## src/rtl/vtc_pkg.sv

```systemverilog
`timescale 1ns/1ps
package vtc_pkg;
  typedef enum logic [1:0] {
    IN_OFF        = 2'd0,
    IN_RSV1       = 2'd1,
    IN_TAG_ALWAYS = 2'd2,
    IN_RSV3       = 2'd3
  } in_mode_e;

  typedef enum logic [1:0] {
    EG_OFF     = 2'd0,
    EG_STRIP   = 2'd1,
    EG_THROUGH = 2'd2,
    EG_TRANSP  = 2'd3
  } eg_mode_e;

  // configuration byte addresses
  localparam int A_IN_MODE   = 'h00;
  localparam int A_EG_MODE   = 'h04;
  localparam int A_IN_EN     = 'h08;
  localparam int A_FILTER    = 'h0C;
  localparam int A_PVID_BASE = 'h40;
  localparam int PVID_STRIDE = 4;
  // bit offset of the discard bits inside the filter register
  localparam int DISC_OFS    = 8;
endpackage

```

## src/rtl/vtc_cfg_regs.sv

```systemverilog
`timescale 1ns/1ps
module vtc_cfg_regs
  import vtc_pkg::*;
#(
  parameter int NPORTS = 5,
  parameter int PW     = 3,
  parameter int VID_W  = 12,
  parameter int AW     = 8,
  parameter int DW     = 32
) (
  input  logic                             clk,
  input  logic                             rst,
  input  logic                             we_i,
  input  logic [AW-1:0]                    addr_i,
  input  logic [DW-1:0]                    wdata_i,
  output logic [(1<<PW)-1:0][1:0]          in_mode_o,
  output logic [(1<<PW)-1:0][1:0]          eg_mode_o,
  output logic [(1<<PW)-1:0]               in_en_o,
  output logic [(1<<PW)-1:0]               verify_o,
  output logic [(1<<PW)-1:0]               discard_o,
  output logic [(1<<PW)-1:0][VID_W-1:0]    pvid_o
);
  localparam int SLOTS = 1 << PW;

  logic [NPORTS-1:0][1:0]       in_mode_q, eg_mode_q;
  logic [NPORTS-1:0]            in_en_q, verify_q, discard_q;
  logic [NPORTS-1:0][VID_W-1:0] pvid_q;
  logic                         unused_wdata;

  assign unused_wdata = ^wdata_i;

  always_ff @(posedge clk) begin
    if (rst) begin
      in_mode_q <= '0;
      eg_mode_q <= '0;
      in_en_q   <= '0;
      verify_q  <= '0;
      discard_q <= '0;
    end else if (we_i) begin
      if (addr_i == AW'(A_IN_MODE))
        in_mode_q <= wdata_i[2*NPORTS-1:0];
      else if (addr_i == AW'(A_EG_MODE))
        eg_mode_q <= wdata_i[2*NPORTS-1:0];
      else if (addr_i == AW'(A_IN_EN))
        in_en_q <= wdata_i[NPORTS-1:0];
      else if (addr_i == AW'(A_FILTER)) begin
        verify_q  <= wdata_i[NPORTS-1:0];
        discard_q <= wdata_i[DISC_OFS +: NPORTS];
      end
    end
  end

  // one default-ID register per port
  for (genvar p = 0; p < NPORTS; p++) begin : g_pvid
    localparam logic [AW-1:0] PADDR = AW'(A_PVID_BASE + PVID_STRIDE * p);
    always_ff @(posedge clk) begin
      if (rst)
        pvid_q[p] <= '0;
      else if (we_i && addr_i == PADDR)
        pvid_q[p] <= wdata_i[VID_W-1:0];
    end
  end

  // pad to the full port-number range; missing ports read as zero
  for (genvar s = 0; s < SLOTS; s++) begin : g_slot
    if (s < NPORTS) begin : g_real
      assign in_mode_o[s] = in_mode_q[s];
      assign eg_mode_o[s] = eg_mode_q[s];
      assign in_en_o[s]   = in_en_q[s];
      assign verify_o[s]  = verify_q[s];
      assign discard_o[s] = discard_q[s];
      assign pvid_o[s]    = pvid_q[s];
    end else begin : g_pad
      assign in_mode_o[s] = '0;
      assign eg_mode_o[s] = '0;
      assign in_en_o[s]   = 1'b0;
      assign verify_o[s]  = 1'b0;
      assign discard_o[s] = 1'b0;
      assign pvid_o[s]    = '0;
    end
  end
endmodule

```

## src/rtl/vtc_ingress.sv

```systemverilog
`timescale 1ns/1ps
module vtc_ingress
  import vtc_pkg::*;
#(
  parameter int NPORTS = 5,
  parameter int PW     = 3,
  parameter int VID_W  = 12
) (
  input  logic                          clk,
  input  logic                          rst,
  input  logic                          fr_valid_i,
  input  logic                          fr_tagged_i,
  input  logic [VID_W-1:0]              fr_vid_i,
  input  logic [PW-1:0]                 fr_in_port_i,
  input  logic [PW-1:0]                 fr_out_port_i,
  input  logic [(1<<PW)-1:0][1:0]       in_mode_i,
  input  logic [(1<<PW)-1:0]            in_en_i,
  input  logic [(1<<PW)-1:0][VID_W-1:0] pvid_i,
  output logic                          lk_valid_o,
  output logic [VID_W-1:0]              lk_vid_o,
  output logic                          lk_ins_o,
  output logic                          lk_tag_o,
  output logic [PW-1:0]                 lk_in_port_o,
  output logic [PW-1:0]                 lk_out_port_o
);
  logic             ins_c;
  logic [VID_W-1:0] evid_c;

  always_comb begin
    ins_c = (in_mode_i[fr_in_port_i] == IN_TAG_ALWAYS) && in_en_i[fr_in_port_i];
    if (ins_c)
      evid_c = pvid_i[fr_in_port_i];
    else if (fr_tagged_i)
      evid_c = fr_vid_i;
    else
      evid_c = '0;
  end

  always_ff @(posedge clk) begin
    if (rst) begin
      lk_valid_o    <= 1'b0;
      lk_vid_o      <= '0;
      lk_ins_o      <= 1'b0;
      lk_tag_o      <= 1'b0;
      lk_in_port_o  <= '0;
      lk_out_port_o <= '0;
    end else begin
      lk_valid_o    <= fr_valid_i;
      lk_vid_o      <= evid_c;
      lk_ins_o      <= fr_valid_i && ins_c;
      lk_tag_o      <= fr_valid_i && (ins_c || fr_tagged_i);
      lk_in_port_o  <= fr_in_port_i;
      lk_out_port_o <= fr_out_port_i;
    end
  end
endmodule

```

## src/rtl/vtc_egress.sv

```systemverilog
`timescale 1ns/1ps
module vtc_egress
  import vtc_pkg::*;
#(
  parameter int NPORTS = 5,
  parameter int PW     = 3,
  parameter int VID_W  = 12
) (
  input  logic                    clk,
  input  logic                    rst,
  input  logic                    lk_valid_i,
  input  logic [VID_W-1:0]        lk_vid_i,
  input  logic                    lk_ins_i,
  input  logic                    lk_tag_i,
  input  logic [PW-1:0]           lk_in_port_i,
  input  logic [PW-1:0]           lk_out_port_i,
  input  logic                    tb_hit_i,
  input  logic [NPORTS-1:0]       tb_member_i,
  input  logic [NPORTS-1:0]       tb_tagmask_i,
  input  logic [(1<<PW)-1:0][1:0] eg_mode_i,
  input  logic [(1<<PW)-1:0]      verify_i,
  input  logic [(1<<PW)-1:0]      discard_i,
  output logic                    rs_valid_o,
  output logic                    rs_insert_o,
  output logic [VID_W-1:0]        rs_vid_o,
  output logic                    rs_strip_o,
  output logic                    rs_drop_o
);
  localparam int SLOTS = 1 << PW;

  logic [SLOTS-1:0] mem_x, tag_x;
  logic             hit_c, filt_c, drop_c, strip_c;

  assign mem_x = SLOTS'(tb_member_i);
  assign tag_x = SLOTS'(tb_tagmask_i);

  always_comb begin
    hit_c  = tb_hit_i && lk_tag_i;
    filt_c = verify_i[lk_in_port_i] && discard_i[lk_in_port_i];
    drop_c = filt_c && (!lk_tag_i || !tb_hit_i || !mem_x[lk_in_port_i]);
    case (eg_mode_e'(eg_mode_i[lk_out_port_i]))
      EG_STRIP:  strip_c = lk_tag_i;
      EG_TRANSP: strip_c = hit_c && !tag_x[lk_out_port_i];
      default:   strip_c = 1'b0;
    endcase
  end

  always_ff @(posedge clk) begin
    if (rst) begin
      rs_valid_o  <= 1'b0;
      rs_insert_o <= 1'b0;
      rs_vid_o    <= '0;
      rs_strip_o  <= 1'b0;
      rs_drop_o   <= 1'b0;
    end else begin
      rs_valid_o  <= lk_valid_i;
      rs_insert_o <= lk_valid_i && lk_ins_i && !drop_c;
      rs_vid_o    <= lk_vid_i;
      rs_strip_o  <= lk_valid_i && strip_c && !drop_c;
      rs_drop_o   <= lk_valid_i && drop_c;
    end
  end
endmodule

```

## src/rtl/vtc_port_tagger.sv

```systemverilog
`timescale 1ns/1ps
module vtc_port_tagger #(
  parameter int NPORTS = 5,
  parameter int PW     = 3,
  parameter int VID_W  = 12,
  parameter int AW     = 8,
  parameter int DW     = 32
) (
  input  logic              clk,
  input  logic              rst,
  input  logic              cfg_we,
  input  logic [AW-1:0]     cfg_addr,
  input  logic [DW-1:0]     cfg_wdata,
  input  logic              fr_valid,
  input  logic              fr_tagged,
  input  logic [VID_W-1:0]  fr_vid,
  input  logic [PW-1:0]     fr_in_port,
  input  logic [PW-1:0]     fr_out_port,
  output logic              lk_valid,
  output logic [VID_W-1:0]  lk_vid,
  input  logic              tb_hit,
  input  logic [NPORTS-1:0] tb_member,
  input  logic [NPORTS-1:0] tb_tagmask,
  output logic              rs_valid,
  output logic              rs_insert,
  output logic [VID_W-1:0]  rs_vid,
  output logic              rs_strip,
  output logic              rs_drop
);
  localparam int SLOTS = 1 << PW;

  logic [SLOTS-1:0][1:0]       in_mode, eg_mode;
  logic [SLOTS-1:0]            in_en, verify, discard;
  logic [SLOTS-1:0][VID_W-1:0] pvid;
  logic                        lk_ins, lk_tag;
  logic [PW-1:0]               lk_in_port, lk_out_port;

  vtc_cfg_regs #(.NPORTS(NPORTS), .PW(PW), .VID_W(VID_W), .AW(AW), .DW(DW)) u_cfg (
    .clk(clk), .rst(rst), .we_i(cfg_we), .addr_i(cfg_addr), .wdata_i(cfg_wdata),
    .in_mode_o(in_mode), .eg_mode_o(eg_mode), .in_en_o(in_en),
    .verify_o(verify), .discard_o(discard), .pvid_o(pvid)
  );

  vtc_ingress #(.NPORTS(NPORTS), .PW(PW), .VID_W(VID_W)) u_ing (
    .clk(clk), .rst(rst),
    .fr_valid_i(fr_valid), .fr_tagged_i(fr_tagged), .fr_vid_i(fr_vid),
    .fr_in_port_i(fr_in_port), .fr_out_port_i(fr_out_port),
    .in_mode_i(in_mode), .in_en_i(in_en), .pvid_i(pvid),
    .lk_valid_o(lk_valid), .lk_vid_o(lk_vid), .lk_ins_o(lk_ins), .lk_tag_o(lk_tag),
    .lk_in_port_o(lk_in_port), .lk_out_port_o(lk_out_port)
  );

  vtc_egress #(.NPORTS(NPORTS), .PW(PW), .VID_W(VID_W)) u_egr (
    .clk(clk), .rst(rst),
    .lk_valid_i(lk_valid), .lk_vid_i(lk_vid), .lk_ins_i(lk_ins), .lk_tag_i(lk_tag),
    .lk_in_port_i(lk_in_port), .lk_out_port_i(lk_out_port),
    .tb_hit_i(tb_hit), .tb_member_i(tb_member), .tb_tagmask_i(tb_tagmask),
    .eg_mode_i(eg_mode), .verify_i(verify), .discard_i(discard),
    .rs_valid_o(rs_valid), .rs_insert_o(rs_insert), .rs_vid_o(rs_vid),
    .rs_strip_o(rs_strip), .rs_drop_o(rs_drop)
  );
endmodule

```

## config.mk

```make
export PLATFORM = sky130hd
export DESIGN_NAME = vtc_port_tagger
export DESIGN_NICKNAME = d
export VERILOG_FILES = /design/src/rtl/vtc_pkg.sv /design/src/rtl/vtc_cfg_regs.sv /design/src/rtl/vtc_ingress.sv /design/src/rtl/vtc_egress.sv /design/src/rtl/vtc_port_tagger.sv
export SDC_FILE = /design/constraint.sdc
export NUM_CORES = 1
export LEC_CHECK = 0
export BUFFER_PORTS_ARGS = -buffer_cell sky130_fd_sc_hd__buf_4
export CAP_MARGIN = 20
export CORE_MARGIN = 2
export CORE_UTILIZATION = 57
export DETAILED_ROUTE_END_ITERATION = 10
export PLACE_DENSITY = 0.8
export SLEW_MARGIN = 20
export SYNTH_ARGS = -nofsm -noshare
export SYNTH_HDL_FRONTEND = slang
export SYNTH_HIERARCHICAL = 1
export SYNTH_SLANG_ARGS = --single-unit
```

## constraint.sdc

```tcl
create_clock -name clk -period 2.09 [get_ports clk]
set_input_delay 0.3135 -clock clk [delete_from_list [all_inputs] [get_ports clk]]
set_output_delay 0.3135 -clock clk [all_outputs]
set_load 0.01 [all_outputs]
```

Word level (Yosys, flattened, before mapping) --
Cells that the tools add are included.
Storage, ports and cells: bits in registers 132, input port bits 74
Cells by class: magnitude comparators 3, equality and inequality tests 11, muxes and demuxes 19, bitwise gates (word level) 3, reductions and logical operators 30
Operators with widths (count):
- == test 8 x 7 -> 1 bit (second input constant) | 5
- binary-select mux 12 bit (select 3 bit) | 1
- 2-to-1 mux 12 bit | 3
- logical AND 1 bit | 17
- == test 8 x 4 -> 1 bit (second input constant) | 2
- binary-select mux 1 bit (select 3 bit) | 5
- binary-select mux 2 bit (select 3 bit) | 2
- less-than comparator 3 x 4 -> 1 bit (second input constant) | 3
- == test 8 x 3 -> 1 bit (second input constant) | 1
- logical NOT 8 bit | 1
- logical NOT 1 bit | 5
- 2-to-1 mux 1 bit | 5
- AND reduction 5 bit | 1
- == test 2 bit (second input constant) | 2
- 2-to-1 mux 2 bit | 2
- AND reduction 4 bit | 1
- logical OR 1 bit | 3
- inverter 1 bit | 3
- AND reduction 3 bit | 1
- == test 2 x 1 -> 1 bit (second input constant) | 1
- one-hot mux 1 bit (2 select lines) | 1
- AND reduction 2 bit | 1

Longest topological paths before layout --
Gate-level depths: netlist (run 1).
depth in word-level cells 7, depth in mapped cells 7

Modules after synthesis --
Netlist (run 1), hierarchy kept.
By module, submodules not included:
- vtc_cfg_regs | times used 1, cells an instance 402, area each 4280.4 um2
- vtc_ingress | times used 1, cells an instance 162, area each 1592.8 um2
- vtc_egress | times used 1, cells an instance 70, area each 760.7 um2

Worst setup path after synthesis (run 1) --
Ideal clock, no wire load.
path type register to register, start point register u_ing.lk_in_port_o[0], end point register u_egr.rs_insert_o, setup time 115 ps, arrival time 1520 ps, data required time 1975 ps, slack 455 ps, cell stages (with the launch flop) 7, buffers on the path 1, period minus slack after synthesis 1635 ps, cells stage by stage dfxtp_1 clkbuf_1 mux2_1 nand4_1 o31ai_1 o32a_1 and3_1
Between the ends: longest elaborated chain between the ends 7, elaborated cells on any way between the ends 12, those cells by class mux: 6; reduce/logical: 6
Ends and longest elaborated chain:
- start: declaration | RTL line vtc_ingress.sv:23 | output logic [PW-1:0] lk_in_port_o,
- start signal: assignment | RTL line vtc_ingress.sv:52 | lk_in_port_o <= fr_in_port_i;
- binary-select mux 1 bit (select 3 bit) | RTL line vtc_egress.sv:40 | drop_c = filt_c && (!lk_tag_i || !tb_hit_i || !mem_x[lk_in_port_i]);
- 2-to-1 mux 1 bit (implied by the code) | RTL line vtc_egress.sv:40
- logical NOT 1 bit | RTL line vtc_egress.sv:40
- logical OR 1 bit | RTL line vtc_egress.sv:40
- logical AND 1 bit * | RTL line vtc_egress.sv:40
- logical NOT 1 bit * | RTL line vtc_egress.sv:57 | rs_insert_o <= lk_valid_i && lk_ins_i && !drop_c;
- logical AND 1 bit * | RTL line vtc_egress.sv:57
- end signal: assignment | RTL line vtc_egress.sv:57
- end: declaration | RTL line vtc_egress.sv:24 | output logic rs_insert_o,
Every way passes the cells marked *; elsewhere a longest branch is shown, timed or not. The select of a mux whose other input is x is not followed. A chain may end at the register's enable or synchronous reset.

Worst setup path after layout (run 1) --
start point register u_ing.lk_out_port_o[0], end point register u_egr.rs_strip_o
Between the ends: longest elaborated chain between the ends 7, elaborated cells on any way between the ends 11, those cells by class eq/ne: 2; mux: 5; reduce/logical: 4
Ends and longest elaborated chain:
- start: declaration | RTL line vtc_ingress.sv:24 | output logic [PW-1:0] lk_out_port_o
- start signal: assignment | RTL line vtc_ingress.sv:53 | lk_out_port_o <= fr_out_port_i;
- binary-select mux 1 bit (select 3 bit) | RTL line vtc_egress.sv:43 | EG_TRANSP: strip_c = hit_c && !tag_x[lk_out_port_i];
- 2-to-1 mux 1 bit (implied by the code) | RTL line vtc_egress.sv:43
- logical NOT 1 bit | RTL line vtc_egress.sv:43
- logical AND 1 bit | RTL line vtc_egress.sv:43
- one-hot mux 1 bit (2 select lines) * | RTL line vtc_egress.sv:41 | case (eg_mode_e'(eg_mode_i[lk_out_port_i]))
- logical AND 1 bit * (2 in a row) | RTL line vtc_egress.sv:59 | rs_strip_o <= lk_valid_i && strip_c && !drop_c;
- end signal: assignment | RTL line vtc_egress.sv:59
- end: declaration | RTL line vtc_egress.sv:26 | output logic rs_strip_o,
Marked as above.

==> metrics, run 1 <==
status=finished, final reports clean; Post-Syn Area per Cell=10.5 um2; post-layout minimum cycle time=1.77 ns; Synth area leaders=dfxtp_1 (40%), mux2i_1 (18%), nand2b_1 (10%); initial core utilization=58.3%; Iter 0 DRT Violations=302; commonest cells after routing, fill and taps aside=dfxtp_1 (132), mux2i_1 (122), nand2b_1 (110), buf_4 (96), conb_1 (57); share of flip-flops with an asynchronous set or reset=0%; Inserted Clock Buffers=17; Clock Latency Late Sink=0.41 ns; CP bufs+invs=1; Max IR drop VDD=0.526 mV; class of the worst hold path=primary input to register; CP peak stage delay=0.55 ns; Total GRT Usage=23.9%; core area=11,400 um2; worst slew pin tran=0.577 ns; EDFF count, synth=0; # resized after CTS=0; area growth from synthesis to layout=17.7%; Worst EP required=2.41 ns; die area=12,500 um2; Root Buffer=clkbuf_16; pwr dens=829 nW/um2; DR WL/cell=16.6 um; Yosys warnings=6; # nets final=777; vias in the first global route=4,754; Multi-input gate area=3500 um2; port buffer count=83; sum of negative setup slack=0 ns; final setup vio count=0; Inst Count DP=827; Rel. slew slack=61.5%; Max Slew Vio Count=0; clk_skew=0.00578 ns; largest net degree at the start of global routing=56; delay-heaviest family, CP=multiplexers; TritonCTS Sinks=132; Critical Path AT=2.09 ns; RSZ-0062 raised after global routing=false; post-detailed-route count of antenna-violating nets=0; CTS tree=built; dominant synthesized flop cell=dfxtp_1; Pleak=3.64 nW; Critical Path End Type=register; routability cong.=0.776; crit path kind=register to register; Post-CTS Setup Bufs=0; worst path cell trace=buf_4 -> mux4_1 -> mux2i_1 -> a21oi_1 -> nor4b_2; global-route wire length before repair=23,700 um; area leader, netlist=dfxtp_1; DRC=0; Die Ht=112 um; Die Wd=112 um; CTS Buffer Depth=2; Non-Filler Instances=859; Hold Fails Final Rpt=0; GRT overflow=0; hold slack=0.120 ns; ratio of cells with drive above 1 in the final layout=21.6%; commonest non-fill, non-tap cell in the layout=dfxtp_1; antenna violations before repair=0; Vias=4,589; Antenna Cells=0; Max Clk Rate=566 MHz; Synth Instances=634; # fillers=824; clk slew on worst S/H paths=0.05 ns; WL final=14,300 um; # IOs=103; Max Cap Viol=0; Pre-antenna DRT Iters=4; post-synthesis register bit count=132; Synth cell types=48; post-synthesis cell area=6630 um2; Final Cycle Share=84.5%; Detail Placement HPWL=9480 um; critical path startpoint category=register; Final Power=6.47 mW; H-tree Lvls=4; Critical-path top delay cell=mux4_1; Max FO, Critical Path=5; routed vias/inst=5.34; Std-Cell Rows=39; hold buffer count at cts=0; top-area cell type share of the netlist area=39.8%; post-synthesis sequential area ratio=39.8%; Register Area=2640 um2
==> cells by family after synthesis <==
group	count (synthesis)	share of synthesized area (%)
other cells	1	0.0565
compound gates	52	5.79
buf+inv	109	10.6
simple gates	200	19.1
flops	132	39.8
mux	140	24.6
==> power breakdown <==
group | leakage, nW | total (mW) | internal [mW] | switching (mW)
registers | 1.07 | 2.58 | 2.56 | 0.0232
clock network | 0.327 | 3.36 | 2.33 | 1.03
logic | 2.24 | 0.525 | 0.261 | 0.264
total | 3.64 | 6.47 | 5.15 | 1.32
==> synth_stat cells (4+ instances only) <==
master / n
nor2_1: 7
mux4_2: 13
clkbuf_1: 27
a311oi_1: 13
mux2i_1: 122
buf_4: 61
nand2_1: 18
nand2b_1: 110
nor2b_1: 31
o21ai_0: 14
a211oi_1: 12
dfxtp_1: 132
buf_6: 5
nand3_1: 8
mux4_1: 4
buf_2: 10
nand4_1: 5
==> path summary, 6_finish.rpt <==
kind	from	endpoint	slack, ns	depth (start not counted)
max	u_ing/lk_out_port_o[0]	u_egr/rs_strip_o	0.32	5
min reg2reg	u_ing/lk_ins_o	u_egr/rs_insert_o	0.45	1
max reg2reg	u_ing/lk_out_port_o[0]	u_egr/rs_strip_o	0.32	5
min	fr_out_port[2]	u_ing/lk_out_port_o[2]	0.12	2
==> flip-flops by register name, indices dropped and copies added (netlist names), 3 cells and up <==
signal and flops:
u_egr/rs_vid_o 12, u_cfg/verify_q 5, u_cfg/pvid_o 60, u_ing/lk_out_port_o 3
u_cfg/in_en_q 5, u_ing/lk_vid_o 12, u_cfg/discard_q 5, u_cfg/eg_mode_o 10
u_ing/lk_in_port_o 3, u_cfg/in_mode_o 10
==> stage by stage <==
step	worst slack (ns)	instance area, um2	util [%]
6_report	0.323	7810	68.7
5_1_grt	0.198	7810	68.7
4_1_cts	0.321	7810	68.7
3_5_place_dp	0.158	7130	62.7
3_3_place_gp	0.243	7130	62.7
2_1_floorplan	0.455	6840	-
==> area by class of cell <==
type	count	share of cell area, %
Timing Repair Buffer	100	10.3
Sequential cell	132	33.9
Inverter	3	0.144
Tap cell	143	2.29
Clock inverter	9	2.53
Multi-Input combinational cell	449	44.8
Clock buffer	23	6.12
==> metal layers <==
metal	vias up	wire [um]	track usage, %
li1	2239	-	-
met1	2207	6220	30.2
met2	123	6970	40.3
met3	20	826	5.72
met4	0	241	7.90
met5	-	0	0
(Power assumes the default switching activity.)
==> run 2, diff against run 1 <==
--- a/config.mk
+++ b/config.mk
@@ -8,9 +8,9 @@
 export BUFFER_PORTS_ARGS = -buffer_cell sky130_fd_sc_hd__buf_4
 export CAP_MARGIN = 20
 export CORE_MARGIN = 2
-export CORE_UTILIZATION = 57
+export CORE_UTILIZATION = 52
 export DETAILED_ROUTE_END_ITERATION = 10
-export PLACE_DENSITY = 0.8
+export PLACE_DENSITY = 0.77
 export SLEW_MARGIN = 20
 export SYNTH_ARGS = -nofsm -noshare
 export SYNTH_HDL_FRONTEND = slang
==> constraint.sdc (replaced) <==
create_clock -name clk -period 1.6 [get_ports clk]
set_input_delay 0.24 -clock clk [delete_from_list [all_inputs] [get_ports clk]]
set_output_delay 0.24 -clock clk [all_outputs]
set_load 0.01 [all_outputs]
==> metrics, run 2 (synthesized netlist as in run 1, its figures left out) <==
Post-CTS Setup Bufs=0 (unchanged); Iter 0 DRT Violations=278 (-7.9%); Clock Latency Late Sink=0.41 ns (about the same); CP bufs+invs=0 (-1); clk slew on worst S/H paths=0.05 ns (about the same); Antenna Cells=0 (unchanged); core area=12,500 um2 (+10%); Hold Fails Final Rpt=0 (unchanged); Max Slew Vio Count=0 (unchanged); crit path kind=register to register; dpl cell area=7270 um2 (+2.0%); CP peak stage delay=0.49 ns (-0.06 ns); antenna violations before repair=0 (unchanged); CTS Buffer Depth=2 (unchanged); Vias=4,622 (+0.72%); Hold Path Cell Cnt=2 (unchanged); Worst Reg2Reg Path Length in Cells=5 (unchanged); R2R Path End=u_egr/rs_strip_o; ratio of cells with drive above 1 in the final layout=24.3% (+2.6 points); post-layout util=63.1% (-5.5 points); Pleak=3.66 nW (+0.58%); area growth from synthesis to layout=19.1%; critical path startpoint category=register; delay-heaviest family, CP=multiplexers; Root Buffer=clkbuf_16; largest net degree at the start of global routing=41 (-27%); setup ws final=0.0357 ns (-0.288 ns); Max IR drop VDD=0.712 mV (+35%); Final Cycle Share=97.8% (+13 points); worst path cell trace=mux4_2 -> nor2b_4 -> a311oi_2 -> a21oi_1 -> nor4b_2; DR WL/cell=16.1 um (-3.0%); Critical Path End Type=register; H-tree Lvls=4 (unchanged); Die Wd=117 um (+4.5%); vias in the first global route=4,795 (+0.86%); worst slew pin tran=0.765 ns (+0.188 ns); Critical Path AT=1.89 ns (-0.20 ns); TritonCTS Sinks=132 (unchanged); Inserted Clock Buffers=17 (unchanged); post-detailed-route count of antenna-violating nets=0 (unchanged); Worst EP required=1.92 ns (-0.49 ns); Max Clk Rate=639 MHz (+13%); Final Cell Area=7900 um2 (+1.2%); die area=13,700 um2 (+9.3%); reg-to-reg startpoint=u_ing/lk_out_port_o[0]; commonest cells after routing, fill and taps aside=dfxtp_1 (128), mux2i_1 (122), nand2b_1 (110), buf_4 (108), conb_1 (57); commonest non-fill, non-tap cell in the layout=dfxtp_1; Detail Placement HPWL=9970 um (+5.2%); Critical-path top delay cell=mux4_2; Hold Path Origin=fr_out_port[2]; initial core utilization=53.0% (-5.3 points); class of the worst hold path=primary input to register; clk_skew=0.00684 ns (+0.00106 ns); RSZ-0062 raised after global routing=true; WL final=14,500 um (+1.8%); Max Cap Viol=0 (unchanged); pwr dens=1020 nW/um2 (+23%); Pre-antenna DRT Iters=4 (unchanged); CTS tree=built; hold slack=0.0463 ns (-0.0737 ns); Rel. slew slack=48.8% (-13 points); status=finished, final reports clean; port buffer count=83 (unchanged); # nets final=790 (+1.7%); routability cong.=0.793 (+2.1%); GRT overflow=0 (unchanged); Std-Cell Rows=41 (+5.1%); FF-to-FF setup slack=0.04 ns (-0.29 ns); Worst Hold End=u_ing/lk_out_port_o[2]; DRC=0 (unchanged); max reg flops=60 (unchanged); Placement Setup Slack=-0.0296 ns (-0.187 ns); Final Power=8.08 mW (+25%); # IOs=103 (unchanged); Total GRT Usage=22.5% (-1.4 points); final setup vio count=0 (unchanged); Max FO, Critical Path=2 (-3); Die Ht=117 um (+4.5%); global-route wire length before repair=23,400 um (-1.3%); post-layout minimum cycle time=1.56 ns (-0.202 ns); routed vias/inst=5.13 (-4.0%)
run 2: cell count changes in the layout (fill, tap and decap cells not counted), moves of 2 or more:
cell,before,now
buf_4,96,108
mux4_1,4,2
bufinv_16,6,3
mux4_2,13,15
dfxtp_1,132,128
clkinvlp_4,1,3
dfxtp_2,0,3
run 2: cell type report:
cell class / count / area, um2
Tap cell: 172 / 215
Clock inverter: 8 / 123
Sequential cell: 132 / 2650
Multi-Input combinational cell: 449 / 3510
Inverter: 3 / 11.3
Clock buffer: 24 / 492
Fill cell: 996 / 4610
Timing Repair Buffer: 113 / 902
run 2: metal layers:
| metal | global-route usage (%) | part of all wire [%] |
|---|---|---|
| met1 | 27.7 | 45 |
| met3 | 4.84 | 5.5 |
| met2 | 38.0 | 47 |
| met5 | 0 | 0 |
| met4 | 9.73 | 2.6 |
run 2: through the flow:
| stage | instances | setup TNS (ns) |
|---|---|---|
| finish | 901 | 0 |
| global route | 901 | -0.0451 |
| CTS | 901 | 0 |
| detailed placement | 869 | -0.213 |
| global placement | 869 | -0.00130 |
| floorplan | 690 | 0 |
run 2: how the worst max path moves through the flow:
stage	from	depth (start not counted)	endpoint
final	u_ing/lk_out_port_o[0]	5	u_egr/rs_strip_o
after floorplan	u_ing/lk_out_port_o[0]	6	u_egr/rs_strip_o
after detailed placement	fr_in_port[0]	7	u_ing/lk_vid_o[5]
after global placement	fr_in_port[0]	7	u_ing/lk_vid_o[10]
after global routing	u_ing/lk_out_port_o[0]	5	u_egr/rs_strip_o
after CTS	u_cfg/in_mode_o[2]	6	u_ing/lk_vid_o[5]
run 2: power by group:
part	total [mW]	switching [mW]	internal [mW]	leakage [nW]
Clock	3.99	1.38	2.61	0.292
Sequential	3.37	0.0278	3.34	1.07
Combinational	0.723	0.360	0.363	2.30
run 2: what timing repair did:
action	in CTS	in global routing
hold buffers	0	0
endpoints found under the setup margin	1	14
hold endpoints to repair	0	0
gates resized for setup	1	9
gates cloned	0	0
